### src/rtl/cfg_state_pkg.sv
// Shared encodings for the function configuration state controller.
// Assumes: two-bit slot state and four-bit response code on the ports.
package cfg_state_pkg;
    typedef enum logic [1:0] {
        SL_RESERVED = 2'd0,
        SL_STANDBY  = 2'd1,
        SL_DISABLED = 2'd2,
        SL_ENABLED  = 2'd3
    } slot_state_e;

    localparam logic [3:0] RC_DONE    = 4'd1;
    localparam logic [3:0] RC_NOTHING = 4'd2;
    localparam logic [3:0] RC_RSVD    = 4'd3;
    localparam logic [3:0] RC_UNKNOWN = 4'd4;
    localparam logic [3:0] RC_SHORT   = 4'd5;

    localparam logic [1:0] EV_ERROR = 2'd1;
    localparam logic [1:0] EV_AVAIL = 2'd2;

    localparam int MIN_LEN = 16;
endpackage

### src/rtl/cfg_fid_match.sv
// Identifier search: compares the key against every occupied slot at once
// and reports the lowest matching index. Pure combinational logic.
// Assumes: key and slot identifiers have equal width.
module cfg_fid_match #(
    parameter int NSLOTS = 32,
    parameter int FID_W  = 32,
    parameter int IDX_W  = $clog2(NSLOTS)
) (
    input  logic [NSLOTS-1:0]            occ,
    input  logic [NSLOTS-1:0][FID_W-1:0] fids,
    input  logic [FID_W-1:0]             key,
    output logic                         hit,
    output logic [IDX_W-1:0]             idx
);
    logic [NSLOTS-1:0] eq;

    for (genvar g = 0; g < NSLOTS; g++) begin : g_cmp
        assign eq[g] = occ[g] && (fids[g] == key);
    end

    // Lowest index wins: scan downward so the last write is the smallest.
    always_comb begin
        hit = |eq;
        idx = '0;
        for (int i = NSLOTS - 1; i >= 0; i--) begin
            if (eq[i]) idx = IDX_W'(i);
        end
    end
endmodule

### src/rtl/cfg_slot_table.sv
// Slot storage: occupancy, identifier, state and three flags per slot.
// Setup writes take priority over request-driven updates to the same slot.
// Assumes: at most one setup write and one update per cycle.
module cfg_slot_table
    import cfg_state_pkg::*;
#(
    parameter int NSLOTS = 32,
    parameter int FID_W  = 32,
    parameter int IDX_W  = $clog2(NSLOTS)
) (
    input  logic                         clk,
    input  logic                         rst_n,
    input  logic                         set_we,
    input  logic [IDX_W-1:0]             set_idx,
    input  logic                         set_occ,
    input  logic [FID_W-1:0]             set_fid,
    input  logic [1:0]                   set_state,
    input  logic                         set_sum,
    input  logic                         set_xlat,
    input  logic                         set_rel,
    input  logic                         upd_we,
    input  logic [IDX_W-1:0]             upd_idx,
    input  logic [1:0]                   upd_state,
    input  logic                         upd_clr,
    input  logic [IDX_W-1:0]             rd_idx,
    output logic [NSLOTS-1:0]            occ_vec,
    output logic [NSLOTS-1:0][FID_W-1:0] fid_vec,
    output logic [1:0]                   rd_state,
    output logic                         rd_sum,
    output logic                         rd_xlat,
    output logic                         rd_rel
);
    logic [NSLOTS-1:0][1:0] st_q;
    logic [NSLOTS-1:0]      sum_q, xlat_q, rel_q;

    // Per-slot storage: reset clears, setup overrides, update moves state.
    always_ff @(posedge clk) begin
        if (!rst_n) begin
            occ_vec <= '0;
            fid_vec <= '0;
            st_q    <= '0;
            sum_q   <= '0;
            xlat_q  <= '0;
            rel_q   <= '0;
        end else begin
            if (upd_we && !(set_we && set_idx == upd_idx)) begin
                st_q[upd_idx] <= upd_state;
                if (upd_clr) begin
                    sum_q[upd_idx]  <= 1'b0;
                    xlat_q[upd_idx] <= 1'b0;
                end
            end
            if (set_we) begin
                occ_vec[set_idx] <= set_occ;
                fid_vec[set_idx] <= set_fid;
                st_q[set_idx]    <= set_state;
                sum_q[set_idx]   <= set_sum;
                xlat_q[set_idx]  <= set_xlat;
                rel_q[set_idx]   <= set_rel;
            end
        end
    end

    // Read port for the slot selected by the search result.
    always_comb begin
        rd_state = st_q[rd_idx];
        rd_sum   = sum_q[rd_idx];
        rd_xlat  = xlat_q[rd_idx];
        rd_rel   = rel_q[rd_idx];
    end
endmodule

### src/rtl/cfg_event_fifo.sv
// Ordered event queue with two push sources and a single pop.
// An availability push wins over an error push in the same cycle. A loser,
// or a push into a full queue with no pop, is dropped and sets a sticky flag.
// Assumes: DEPTH is a power of two.
module cfg_event_fifo
    import cfg_state_pkg::*;
#(
    parameter int DEPTH = 8,
    parameter int FID_W = 32,
    parameter int PTR_W = $clog2(DEPTH)
) (
    input  logic             clk,
    input  logic             rst_n,
    input  logic             av_push,
    input  logic [FID_W-1:0] av_fid,
    input  logic             av_rel,
    input  logic             er_push,
    input  logic [FID_W-1:0] er_fid,
    input  logic             pop,
    output logic             pending,
    output logic [1:0]       head_kind,
    output logic [FID_W-1:0] head_fid,
    output logic             head_rel,
    output logic [PTR_W:0]   count,
    output logic             push_acc,
    output logic             lost
);
    logic [DEPTH-1:0][1:0]       kind_m;
    logic [DEPTH-1:0][FID_W-1:0] fid_m;
    logic [DEPTH-1:0]            rel_m;
    logic [PTR_W-1:0]            wr_p, rd_p;
    logic                        any_push, pop_ok, full;
    logic [1:0]                  w_kind;
    logic [FID_W-1:0]            w_fid;
    logic                        w_rel;

    // Source selection and accept/drop decision.
    always_comb begin
        full     = (count == (PTR_W+1)'(DEPTH));
        pop_ok   = pop && (count != '0);
        any_push = av_push || er_push;
        push_acc = any_push && (!full || pop_ok);
        w_kind   = av_push ? EV_AVAIL : EV_ERROR;
        w_fid    = av_push ? av_fid : er_fid;
        w_rel    = av_push && av_rel;
    end

    // Storage, pointers, occupancy count and sticky drop flag.
    always_ff @(posedge clk) begin
        if (!rst_n) begin
            wr_p  <= '0;
            rd_p  <= '0;
            count <= '0;
            lost  <= 1'b0;
            kind_m <= '0;
            fid_m  <= '0;
            rel_m  <= '0;
        end else begin
            if (push_acc) begin
                kind_m[wr_p] <= w_kind;
                fid_m[wr_p]  <= w_fid;
                rel_m[wr_p]  <= w_rel;
                wr_p         <= wr_p + 1'b1;
            end
            if (pop_ok) rd_p <= rd_p + 1'b1;
            count <= count + (PTR_W+1)'(push_acc) - (PTR_W+1)'(pop_ok);
            if ((any_push && !push_acc) || (av_push && er_push)) lost <= 1'b1;
        end
    end

    // Head of queue presented to the consumer.
    always_comb begin
        pending   = (count != '0);
        head_kind = kind_m[rd_p];
        head_fid  = fid_m[rd_p];
        head_rel  = rel_m[rd_p];
    end
endmodule

### src/rtl/cfg_state_ctrl.sv
// Top: accepts configure/deconfigure requests, searches the slots, applies
// the transition and answers two edges after acceptance. It drives clean-up
// strobes and queues availability events.
// Assumes: requests are presented only when the previous one has answered;
// others are ignored.
module cfg_state_ctrl
    import cfg_state_pkg::*;
#(
    parameter int NSLOTS     = 32,
    parameter int FID_W      = 32,
    parameter int LEN_W      = 16,
    parameter int FIFO_DEPTH = 8,
    localparam int IDX_W     = $clog2(NSLOTS),
    localparam int CNT_W     = $clog2(FIFO_DEPTH) + 1
) (
    input  logic             clk,
    input  logic             rst_n,
    input  logic             slot_we,
    input  logic [IDX_W-1:0] slot_idx,
    input  logic             slot_occ,
    input  logic [FID_W-1:0] slot_fid,
    input  logic [1:0]       slot_state,
    input  logic             slot_sum,
    input  logic             slot_xlat,
    input  logic             slot_rel,
    input  logic             req_valid,
    input  logic             req_op,
    input  logic [FID_W-1:0] req_fid,
    input  logic [LEN_W-1:0] req_len,
    output logic             resp_valid,
    output logic [3:0]       resp_code,
    output logic             dereg_irq,
    output logic             dereg_xlat,
    output logic [IDX_W-1:0] dereg_slot,
    input  logic             err_push,
    input  logic [FID_W-1:0] err_fid,
    input  logic             ev_pop,
    output logic             ev_pending,
    output logic [1:0]       ev_kind,
    output logic [FID_W-1:0] ev_fid,
    output logic             unplug_req,
    output logic             ev_lost
);
    logic             s1_v, s1_op, s1_short;
    logic [FID_W-1:0] s1_fid;
    logic             s2_v, s2_op, s2_short, s2_hit;
    logic [FID_W-1:0] s2_fid;
    logic [IDX_W-1:0] s2_idx;
    logic             m_hit;
    logic [IDX_W-1:0] m_idx;

    logic [NSLOTS-1:0]            occ_vec;
    logic [NSLOTS-1:0][FID_W-1:0] fid_vec;
    logic [1:0]                   cur_st;
    logic                         cur_sum, cur_xlat, cur_rel;

    logic [3:0] d_code;
    logic [1:0] d_state;
    logic       d_upd, d_push, d_irq, d_xlat, d_clr;

    logic             head_rel;
    logic [CNT_W-1:0] fifo_count;
    logic             fifo_push;

    // Stage 1: capture an accepted request and pre-check its length.
    always_ff @(posedge clk) begin
        if (!rst_n) begin
            s1_v     <= 1'b0;
            s1_op    <= 1'b0;
            s1_short <= 1'b0;
            s1_fid   <= '0;
        end else begin
            s1_v <= req_valid && !s1_v && !s2_v;
            if (req_valid && !s1_v && !s2_v) begin
                s1_op    <= req_op;
                s1_fid   <= req_fid;
                s1_short <= (req_len < LEN_W'(MIN_LEN));
            end
        end
    end

    cfg_fid_match #(.NSLOTS(NSLOTS), .FID_W(FID_W), .IDX_W(IDX_W)) match_i (
        .occ  (occ_vec),
        .fids (fid_vec),
        .key  (s1_fid),
        .hit  (m_hit),
        .idx  (m_idx)
    );

    // Stage 2: hold the search result for the decision cycle.
    always_ff @(posedge clk) begin
        if (!rst_n) begin
            s2_v     <= 1'b0;
            s2_op    <= 1'b0;
            s2_short <= 1'b0;
            s2_hit   <= 1'b0;
            s2_idx   <= '0;
            s2_fid   <= '0;
        end else begin
            s2_v <= s1_v;
            if (s1_v) begin
                s2_op    <= s1_op;
                s2_short <= s1_short;
                s2_hit   <= m_hit;
                s2_idx   <= m_idx;
                s2_fid   <= s1_fid;
            end
        end
    end

    cfg_slot_table #(.NSLOTS(NSLOTS), .FID_W(FID_W), .IDX_W(IDX_W)) table_i (
        .clk       (clk),
        .rst_n     (rst_n),
        .set_we    (slot_we),
        .set_idx   (slot_idx),
        .set_occ   (slot_occ),
        .set_fid   (slot_fid),
        .set_state (slot_state),
        .set_sum   (slot_sum),
        .set_xlat  (slot_xlat),
        .set_rel   (slot_rel),
        .upd_we    (d_upd),
        .upd_idx   (s2_idx),
        .upd_state (d_state),
        .upd_clr   (d_clr),
        .rd_idx    (s2_idx),
        .occ_vec   (occ_vec),
        .fid_vec   (fid_vec),
        .rd_state  (cur_st),
        .rd_sum    (cur_sum),
        .rd_xlat   (cur_xlat),
        .rd_rel    (cur_rel)
    );

    // Decision: response code and side effects from length, hit and state.
    always_comb begin
        d_code  = RC_NOTHING;
        d_state = cur_st;
        d_upd   = 1'b0;
        d_irq   = 1'b0;
        d_xlat  = 1'b0;
        d_clr   = 1'b0;
        if (s2_short) begin
            d_code = RC_SHORT;
        end else if (!s2_hit) begin
            d_code = RC_UNKNOWN;
        end else if (cur_st == SL_RESERVED) begin
            d_code = RC_RSVD;
        end else if (!s2_op) begin
            if (cur_st == SL_STANDBY) begin
                d_code  = RC_DONE;
                d_state = SL_DISABLED;
                d_upd   = 1'b1;
            end
        end else if (cur_st != SL_STANDBY) begin
            d_code  = RC_DONE;
            d_state = SL_STANDBY;
            d_upd   = 1'b1;
            d_clr   = 1'b1;
            d_irq   = cur_sum;
            d_xlat  = cur_xlat;
        end
        d_upd  = d_upd && s2_v;
        d_clr  = d_clr && s2_v;
        d_push = d_upd;
    end

    // Registered response and clean-up strobes.
    always_ff @(posedge clk) begin
        if (!rst_n) begin
            resp_valid <= 1'b0;
            resp_code  <= '0;
            dereg_irq  <= 1'b0;
            dereg_xlat <= 1'b0;
            dereg_slot <= '0;
        end else begin
            resp_valid <= s2_v;
            dereg_irq  <= s2_v && d_irq;
            dereg_xlat <= s2_v && d_xlat;
            if (s2_v) begin
                resp_code  <= d_code;
                dereg_slot <= s2_idx;
            end
        end
    end

    cfg_event_fifo #(.DEPTH(FIFO_DEPTH), .FID_W(FID_W)) fifo_i (
        .clk       (clk),
        .rst_n     (rst_n),
        .av_push   (d_push),
        .av_fid    (s2_fid),
        .av_rel    (d_clr && cur_rel),
        .er_push   (err_push),
        .er_fid    (err_fid),
        .pop       (ev_pop),
        .pending   (ev_pending),
        .head_kind (ev_kind),
        .head_fid  (ev_fid),
        .head_rel  (head_rel),
        .count     (fifo_count),
        .push_acc  (fifo_push),
        .lost      (ev_lost)
    );

    // Unplug request accompanies the pop of a marked event.
    assign unplug_req = ev_pop && ev_pending && head_rel;
endmodule

### config.mk
export PLATFORM = sky130hd
export DESIGN_NAME = cfg_state_ctrl
export DESIGN_NICKNAME = d
export VERILOG_FILES = /design/src/rtl/cfg_state_pkg.sv /design/src/rtl/cfg_fid_match.sv /design/src/rtl/cfg_slot_table.sv /design/src/rtl/cfg_event_fifo.sv /design/src/rtl/cfg_state_ctrl.sv
export SDC_FILE = /design/constraint.sdc
export NUM_CORES = 2
export LEC_CHECK = 0
export BUFFER_PORTS_ARGS = -buffer_cell sky130_fd_sc_hd__buf_2
export CORE_MARGIN = 2
export CORE_UTILIZATION = 45
export DETAILED_ROUTE_END_ITERATION = 8
export PLACE_DENSITY = 0.58
export SLEW_MARGIN = 20
export SYNTH_ARGS = -nofsm -noshare
export SYNTH_HDL_FRONTEND = slang
export SYNTH_SLANG_ARGS = --single-unit
### constraint.sdc
create_clock -name clk -period 5.8 [get_ports clk]
set_input_delay 0.29 -clock clk [delete_from_list [all_inputs] [get_ports clk]]
set_output_delay 0.29 -clock clk [all_outputs]
set_load 0.01 [all_outputs]
Word-level counts from Yosys, hierarchy flattened --
Cells that the tools add are included.
Cells by class: bitwise logic cells 3, mux-type cells 117, equality and inequality tests 36, reduce and logical (&&, ||, !) cells 61, magnitude comparators 8, add/sub/neg operators 4
Operator list (count):
- bitwise mux 1024 bit | 1
- == test 32 bit | 32
- two-way mux 32 bit | 12
- bitwise mux 256 bit | 1
- two-way mux 64 bit | 3
- demux 32 bit (select 5 bit) | 1
- two-way mux 5 bit | 32
- bitwise mux 32 bit | 4
- bitwise mux 64 bit | 2
- binary-select mux 32 bit (select 3 bit) | 1
- demux 32 bit (select 3 bit) | 1
- bitwise AND 32 bit | 2
- logical AND 1 bit | 50
- NOT 32 bit | 1
- OR reduction 32 bit | 1
- two-way mux 2 bit | 14
- two-way mux 1 bit | 27
- demux 2 bit (select 5 bit) | 2
- bitwise mux 16 bit | 1
- < comparator 16 x 5 -> 1 bit (second input constant) | 1
- two-way mux 4 bit | 4
- binary-select mux 1 bit (select 5 bit) | 3
- < comparator 5 x 6 -> 1 bit (second input constant) | 2
- binary-select mux 2 bit (select 5 bit) | 1
- other kinds (20) | 30
Word-level totals: output and inout port bits 49, register bits after elaboration 1595, word-level logic and storage cells 333, input port bits 130

Depth between registers and ports, before layout --
word-level depth 34, gate-level depth with buffers 17, depth with buffers taken out 14

By module --
Synthesis repeated with hierarchy kept, for this count alone.
Second synthesis, totals: cell total of the unflattened synthesis 8741, area, all modules 75972.9 um2
By module, submodules not included:
- cfg_slot_table | times used 1, sequential area each 24343.3 um2, cells each 5634, area each 47045.1 um2
- cfg_event_fifo | times used 1, sequential area each 5825.6 um2, cells each 1179, area each 13085.0 um2
- cfg_fid_match | times used 1, sequential area each 0.0 um2, cells each 1587, area each 12463.2 um2
- cfg_state_ctrl | times used 1, sequential area each 1741.7 um2, cells each 341, area each 3379.5 um2

Least setup slack after synthesis --
No wires, ideal clock.
path kind register to register, start register s2_idx[0], end register fifo_i.count[2], setup time 0.128 ns, period minus slack after synthesis 3.668 ns, arrival time 3.540 ns, data required time 5.672 ns, stages on the path, launching flop included 18, setup slack 2.132 ns, buffers on the path 3, cell sequence dfxtp_1 -> buf_6 -> buf_6 -> mux4_2 -> a22oi_1 -> and4_1 -> nand2_1 -> ha_1 -> a211oi_4 -> nor2_2 -> or2_1 -> buf_2 -> inv_1 -> ha_1 -> inv_1 -> fa_1 -> xor2_1 -> nor2_1
Between the ends: longest elaborated chain between the ends 13, elaborated cells between the ends (all ways) 16, those cells by class add/sub: 2; eq/ne: 2; mux: 8; reduce/logical: 4
RTL lines:
- from (decl) | line cfg_state_ctrl.sv:48 | logic [IDX_W-1:0] s2_idx;
- from (signal assigned) | line cfg_state_ctrl.sv:105 | s2_idx <= m_idx;
- binary-select mux 2 bit (select 5 bit) * | line cfg_slot_table.sv:66 | rd_state = st_q[rd_idx];
- two-way mux 2 bit (implied by the code) * | line cfg_slot_table.sv:66
- == test 2 x 1 -> 1 bit or inequality test 2 x 1 -> 1 bit (tied branches) | line cfg_state_ctrl.sv:150, cfg_state_ctrl.sv:155
- two-way mux 1 bit, on equally long branches | line cfg_state_ctrl.sv:150, cfg_state_ctrl.sv:155
- two-way mux 1 bit | line cfg_state_ctrl.sv:149 | end else if (!s2_op) begin
- two-way mux 1 bit * | line cfg_state_ctrl.sv:147 | end else if (cur_st == SL_RESERVED) begin
- two-way mux 1 bit * | line cfg_state_ctrl.sv:145 | end else if (!s2_hit) begin
- two-way mux 1 bit * | line cfg_state_ctrl.sv:143 | if (s2_short) begin
- logical AND 1 bit * | line cfg_state_ctrl.sv:163 | d_upd = d_upd && s2_v;
- logical OR 1 bit * | line cfg_event_fifo.sv:41 | any_push = av_push || er_push;
- logical AND 1 bit * | line cfg_event_fifo.sv:42 | push_acc = any_push && (!full || pop_ok);
- via fifo_i.push_acc | line cfg_event_fifo.sv:25 | output logic push_acc,
- adder 4 x 1 -> 4 bit * | line cfg_event_fifo.sv:66 | count <= count + (PTR_W+1)'(push_acc) - (PTR_W+1)'(pop_ok);
- subtractor 4 x 1 -> 4 bit * | line cfg_event_fifo.sv:66
- to (signal assigned) | line cfg_event_fifo.sv:66
- to (decl) | line cfg_event_fifo.sv:24 | output logic [PTR_W:0] count,
The timed path passes the listed nets; every way through them passes the cells marked *. The select of a mux whose other input is x is not followed. A chain may end at the register's enable or synchronous reset.

Final worst setup path --
start register s2_idx[3], end register fifo_i.fid_m[107] in the netlist's numbering
Between the ends: longest elaborated chain between the ends 11, elaborated cells between the ends (all ways) 16, those cells by class eq/ne: 2; mux: 10; reduce/logical: 4
RTL lines:
- binary-select mux 2 bit (select 5 bit) * | line cfg_slot_table.sv:66
- two-way mux 2 bit (implied by the code) * | line cfg_slot_table.sv:66
- == test 2 x 1 -> 1 bit or inequality test 2 x 1 -> 1 bit (tied branches) | line cfg_state_ctrl.sv:150, cfg_state_ctrl.sv:155
- two-way mux 1 bit, on equally long branches | line cfg_state_ctrl.sv:150, cfg_state_ctrl.sv:155
- two-way mux 1 bit | line cfg_state_ctrl.sv:149
- two-way mux 1 bit * | line cfg_state_ctrl.sv:147
- two-way mux 1 bit * | line cfg_state_ctrl.sv:145
- two-way mux 1 bit * | line cfg_state_ctrl.sv:143
- logical AND 1 bit * | line cfg_state_ctrl.sv:163
- two-way mux 32 bit or logical OR 1 bit (tied branches) | line cfg_event_fifo.sv:44, cfg_event_fifo.sv:41
- bitwise mux 256 bit or logical AND 1 bit (tied branches) | line cfg_event_fifo.sv:61, cfg_event_fifo.sv:42
- to (signal, indexed assignment) | line cfg_event_fifo.sv:61 | fid_m[wr_p] <= w_fid;
- to (decl) | line cfg_event_fifo.sv:29 | logic [DEPTH-1:0][FID_W-1:0] fid_m;
Every way passes the cells marked *; elsewhere a longest branch is shown, timed or not. The select of a mux whose other input is x is not followed.

==> metrics.csv <==
stage,metric,value,unit
status,status,finished clean,
sta,relSlewSlack,19.47,%
global_routing,grt_pass1_vias,57870,
clocking,post_cts_buffers,0,
logic_synthesis,yosysWarnings,0,
clocking,cts_root_buf,clkbuf_16,
finish,synthToLayoutAreaGrowth,11.96,%
place,gp_congestion,0.9091,
global_routing,grt_pass1_wl,390900,µm
sta,skew,0.03008,ns
clocking,clk-insertion-delay-late,0.82,ns
setup_path,critical_path.startpoint_type,register,
place,port_buffers,173,
finish,fillerInstances,14970,
logic_synthesis,syn_area_per_cell,8.180,µm²
finish,fin_util,50.67,%
detailed_routing,dr.pass1.iters,6,
detailed_routing,route.detailed.drc,0,
detailed_routing,routedWlPerCell,25.11,µm
job,drv_cap,0,
logic_synthesis,synth-edff-count,0,
clocking,clkTransAtPathRegs,0.06,ns
clocking,cts_buffers,173,
logic_synthesis,synthFlopType,dfxtp_1,
sta,rsz0062_at_grt,false,
floorplan,start_util,45.26,%
sta,final-setup-viol-count,0,
setup_path,critPathCaptureType,register,
sta,final_max_slew_viol_count,0,
clocking,cts.sinks,1594,
finish,final_nets,8685,
logic_synthesis,synth_nets,8894,
logic_synthesis,async_flop_share,0,%
sta,fin_crit,5.047,ns
detailed_routing,ant_nets,0,
sta,fmax,0.1982,GHz
power,p_leak,0.02981,µW
global_routing,grt_start_max_net_pins,238,
sta,hold_viol,0,
detailed_routing,drt_iter0_drc,8177,
logic_synthesis,synthCells,8753,
logic_synthesis,synth_top_area_share,44.57,%
logic_synthesis,ys_seq_area_share,44.57,%
floorplan,die_w,402.9,µm
finish,drive_above_1_share,10.13,%
detailed_routing,drt-vias-per-instance,5.867,
floorplan,rows,146,
global_routing,overflow,0,
setup_path,cp_max_fo,26,
floorplan,core_area,0.1582,mm²
logic_synthesis,synth_area_leaders,"dfxtp_1 45%, nand2_1 13%, xor2_1 9.3%, a21oi_1 8.7%, mux4_2 3.5%",
floorplan,dieArea,0.1623,mm²
global_routing,antenna_found_initial,15,
floorplan,ios,179,
logic_synthesis,synth_area,0.07160,mm²
clocking,clockBufferDepth,3,
detailed_routing,routed_wirelength,270000,µm
min_path,worst_hold_path_type,in2reg,
power,power-per-cell-area,321.3,mW/mm²
logic_synthesis,ys_ff_latch,1594,
global_routing,track_usage,32.23,%
place,hpwl,149900,µm
power,ir_worst_vdd,0.3054,mV
clocking,htreeDepth,4,
logic_synthesis,synth_cell_types,73,
logic_synthesis,yosysMostFrequentCell,nand2_1,
setup_path,crit_type,reg2reg,
setup_path,cp.required,6.45,ns
sta,fin_crit_sh,87.01,%
logic_synthesis,yosys.area.top_type,dfxtp_1,
setup_path,cp.arrival,5.70,ns
sta,tns,0,ns
clocking,cts_tree,built,
detailed_routing,vias,63090,
logic_synthesis,synthTopCellsByCount,"2430 x nand2_1, 1594 x dfxtp_1, 1238 x a21oi_1",
sta,tightest_slew,1.205,ns
floorplan,die_h,402.9,µm
==> state kept, by name, summed over array words and instances, names as in the netlist, 3 cells and up <==
signal,cells
dereg_slot,5
fifo_i.count,4
fifo_i.fid_m,256
fifo_i.kind_m,16
fifo_i.rd_p,3
fifo_i.rel_m,8
fifo_i.wr_p,3
resp_code,3
s1_fid,32
s2_fid,32
s2_idx,5
table_i.fid_vec,1024
table_i.occ_vec,32
table_i.rel_q,32
table_i.st_q,64
table_i.sum_q,32
table_i.xlat_q,32
==> cell usage in the layout, fill, tap and decap left out, types with 170 or more instances in the layout <==
cell type     n
a21oi_1    1238
dfxtp_1    1556
buf_4       170
clkbuf_16   175
a211oi_1    258
buf_2       173
nor2_1      343
nor4_1      186
nand2_1    2429
xnor2_1     256
xor2_1      758
==> where the power goes <==
part	internal [µW]	leakage (µW)	switching, µW
Combinational	1050	0.0141	1800
Clock	6480	0.00284	4790
Sequential	11200	0.0129	460
==> final timing paths <==
path	startpoint	end	slack (ns)	cells after the start
worst max-delay path	s2_idx[3]$_SDFFE_PN0P_	fifo_i.fid_m[107]$_SDFFE_PN0P_	0.75	10
worst min-delay path	err_fid[15]	fifo_i.fid_m[207]$_SDFFE_PN0P_	0.03	3
worst max register to register	s2_idx[3]$_SDFFE_PN0P_	fifo_i.fid_m[107]$_SDFFE_PN0P_	0.75	10
worst min register to register	table_i.rel_q[3]$_SDFFE_PN0P_	table_i.rel_q[3]$_SDFFE_PN0P_	0.45	2
==> metal layers <==
metal	share of wire, %	global-route usage [%]
met1	43	45.72
met5	0.038	0
met3	11	6.126
met2	43	48.91
met4	3.8	11.10
==> critical path: stages, from the launching register on <==
cell and delay [ns]:
dfxtp_1 0.94, and3_1 0.66, a22oi_1 0.28, nand4_1 0.31
nand2_1 0.13, ha_1 0.36, a211oi_4 0.25, buf_4 0.45
buf_4 0.52, mux2i_1 0.78, a211oi_1 0.17
==> area by class of cell <==
| class | count | area (µm²) | area share (%) |
|---|---|---|---|
| Antenna cell | 4 | 10.01 | 0.01249 |
| Tap cell | 2072 | 2592 | 3.234 |
| Clock buffer | 258 | 5111 | 6.376 |
| Multi-Input combinational cell | 6332 | 36520 | 45.55 |
| Sequential cell | 1594 | 32050 | 39.97 |
| Timing Repair Buffer | 411 | 3083 | 3.846 |
| Inverter | 32 | 127.6 | 0.1592 |
| Clock inverter | 51 | 675.6 | 0.8428 |
==> per-stage QoR <==
step | worst slack (ns) | std cells | total power, µW | hold slack, ns | cell area, µm²
CTS | 0.8842 | 10750 | 25810 | 0.001782 | 80130
detailed placement | 0.8984 | 10400 | 14650 | 0.4451 | 73930
finish | 0.7535 | 10750 | 25760 | 0.03163 | 80160
global route | 0.5979 | 10750 | 26490 | 0.03793 | 80150
global placement | 0.9152 | 10400 | 14610 | 0.4379 | 73920
floorplan | 2.132 | 8753 | 13480 | 0.4260 | 71600
==> timing repair <==
item	CTS	global route
endpoints found under the hold margin	49	0
hold buffers	42	0
resized for setup	0	0
==> cell families after synthesis <==
family                   Yosys count  synth area share [%]
other                              1              0.005237
AO/OA/AOI/OAI                   1708                 13.44
flip-flops                      1594                 44.57
multiplexers                     229                 5.200
adder cells (fa/ha/maj)           11                0.2027
buffers and inverters            827                 4.713
AND/OR/NAND/NOR                 3369                 19.47
XOR/XNOR                        1014                 12.40
No activity file was read; power rests on OpenSTA's default activity.
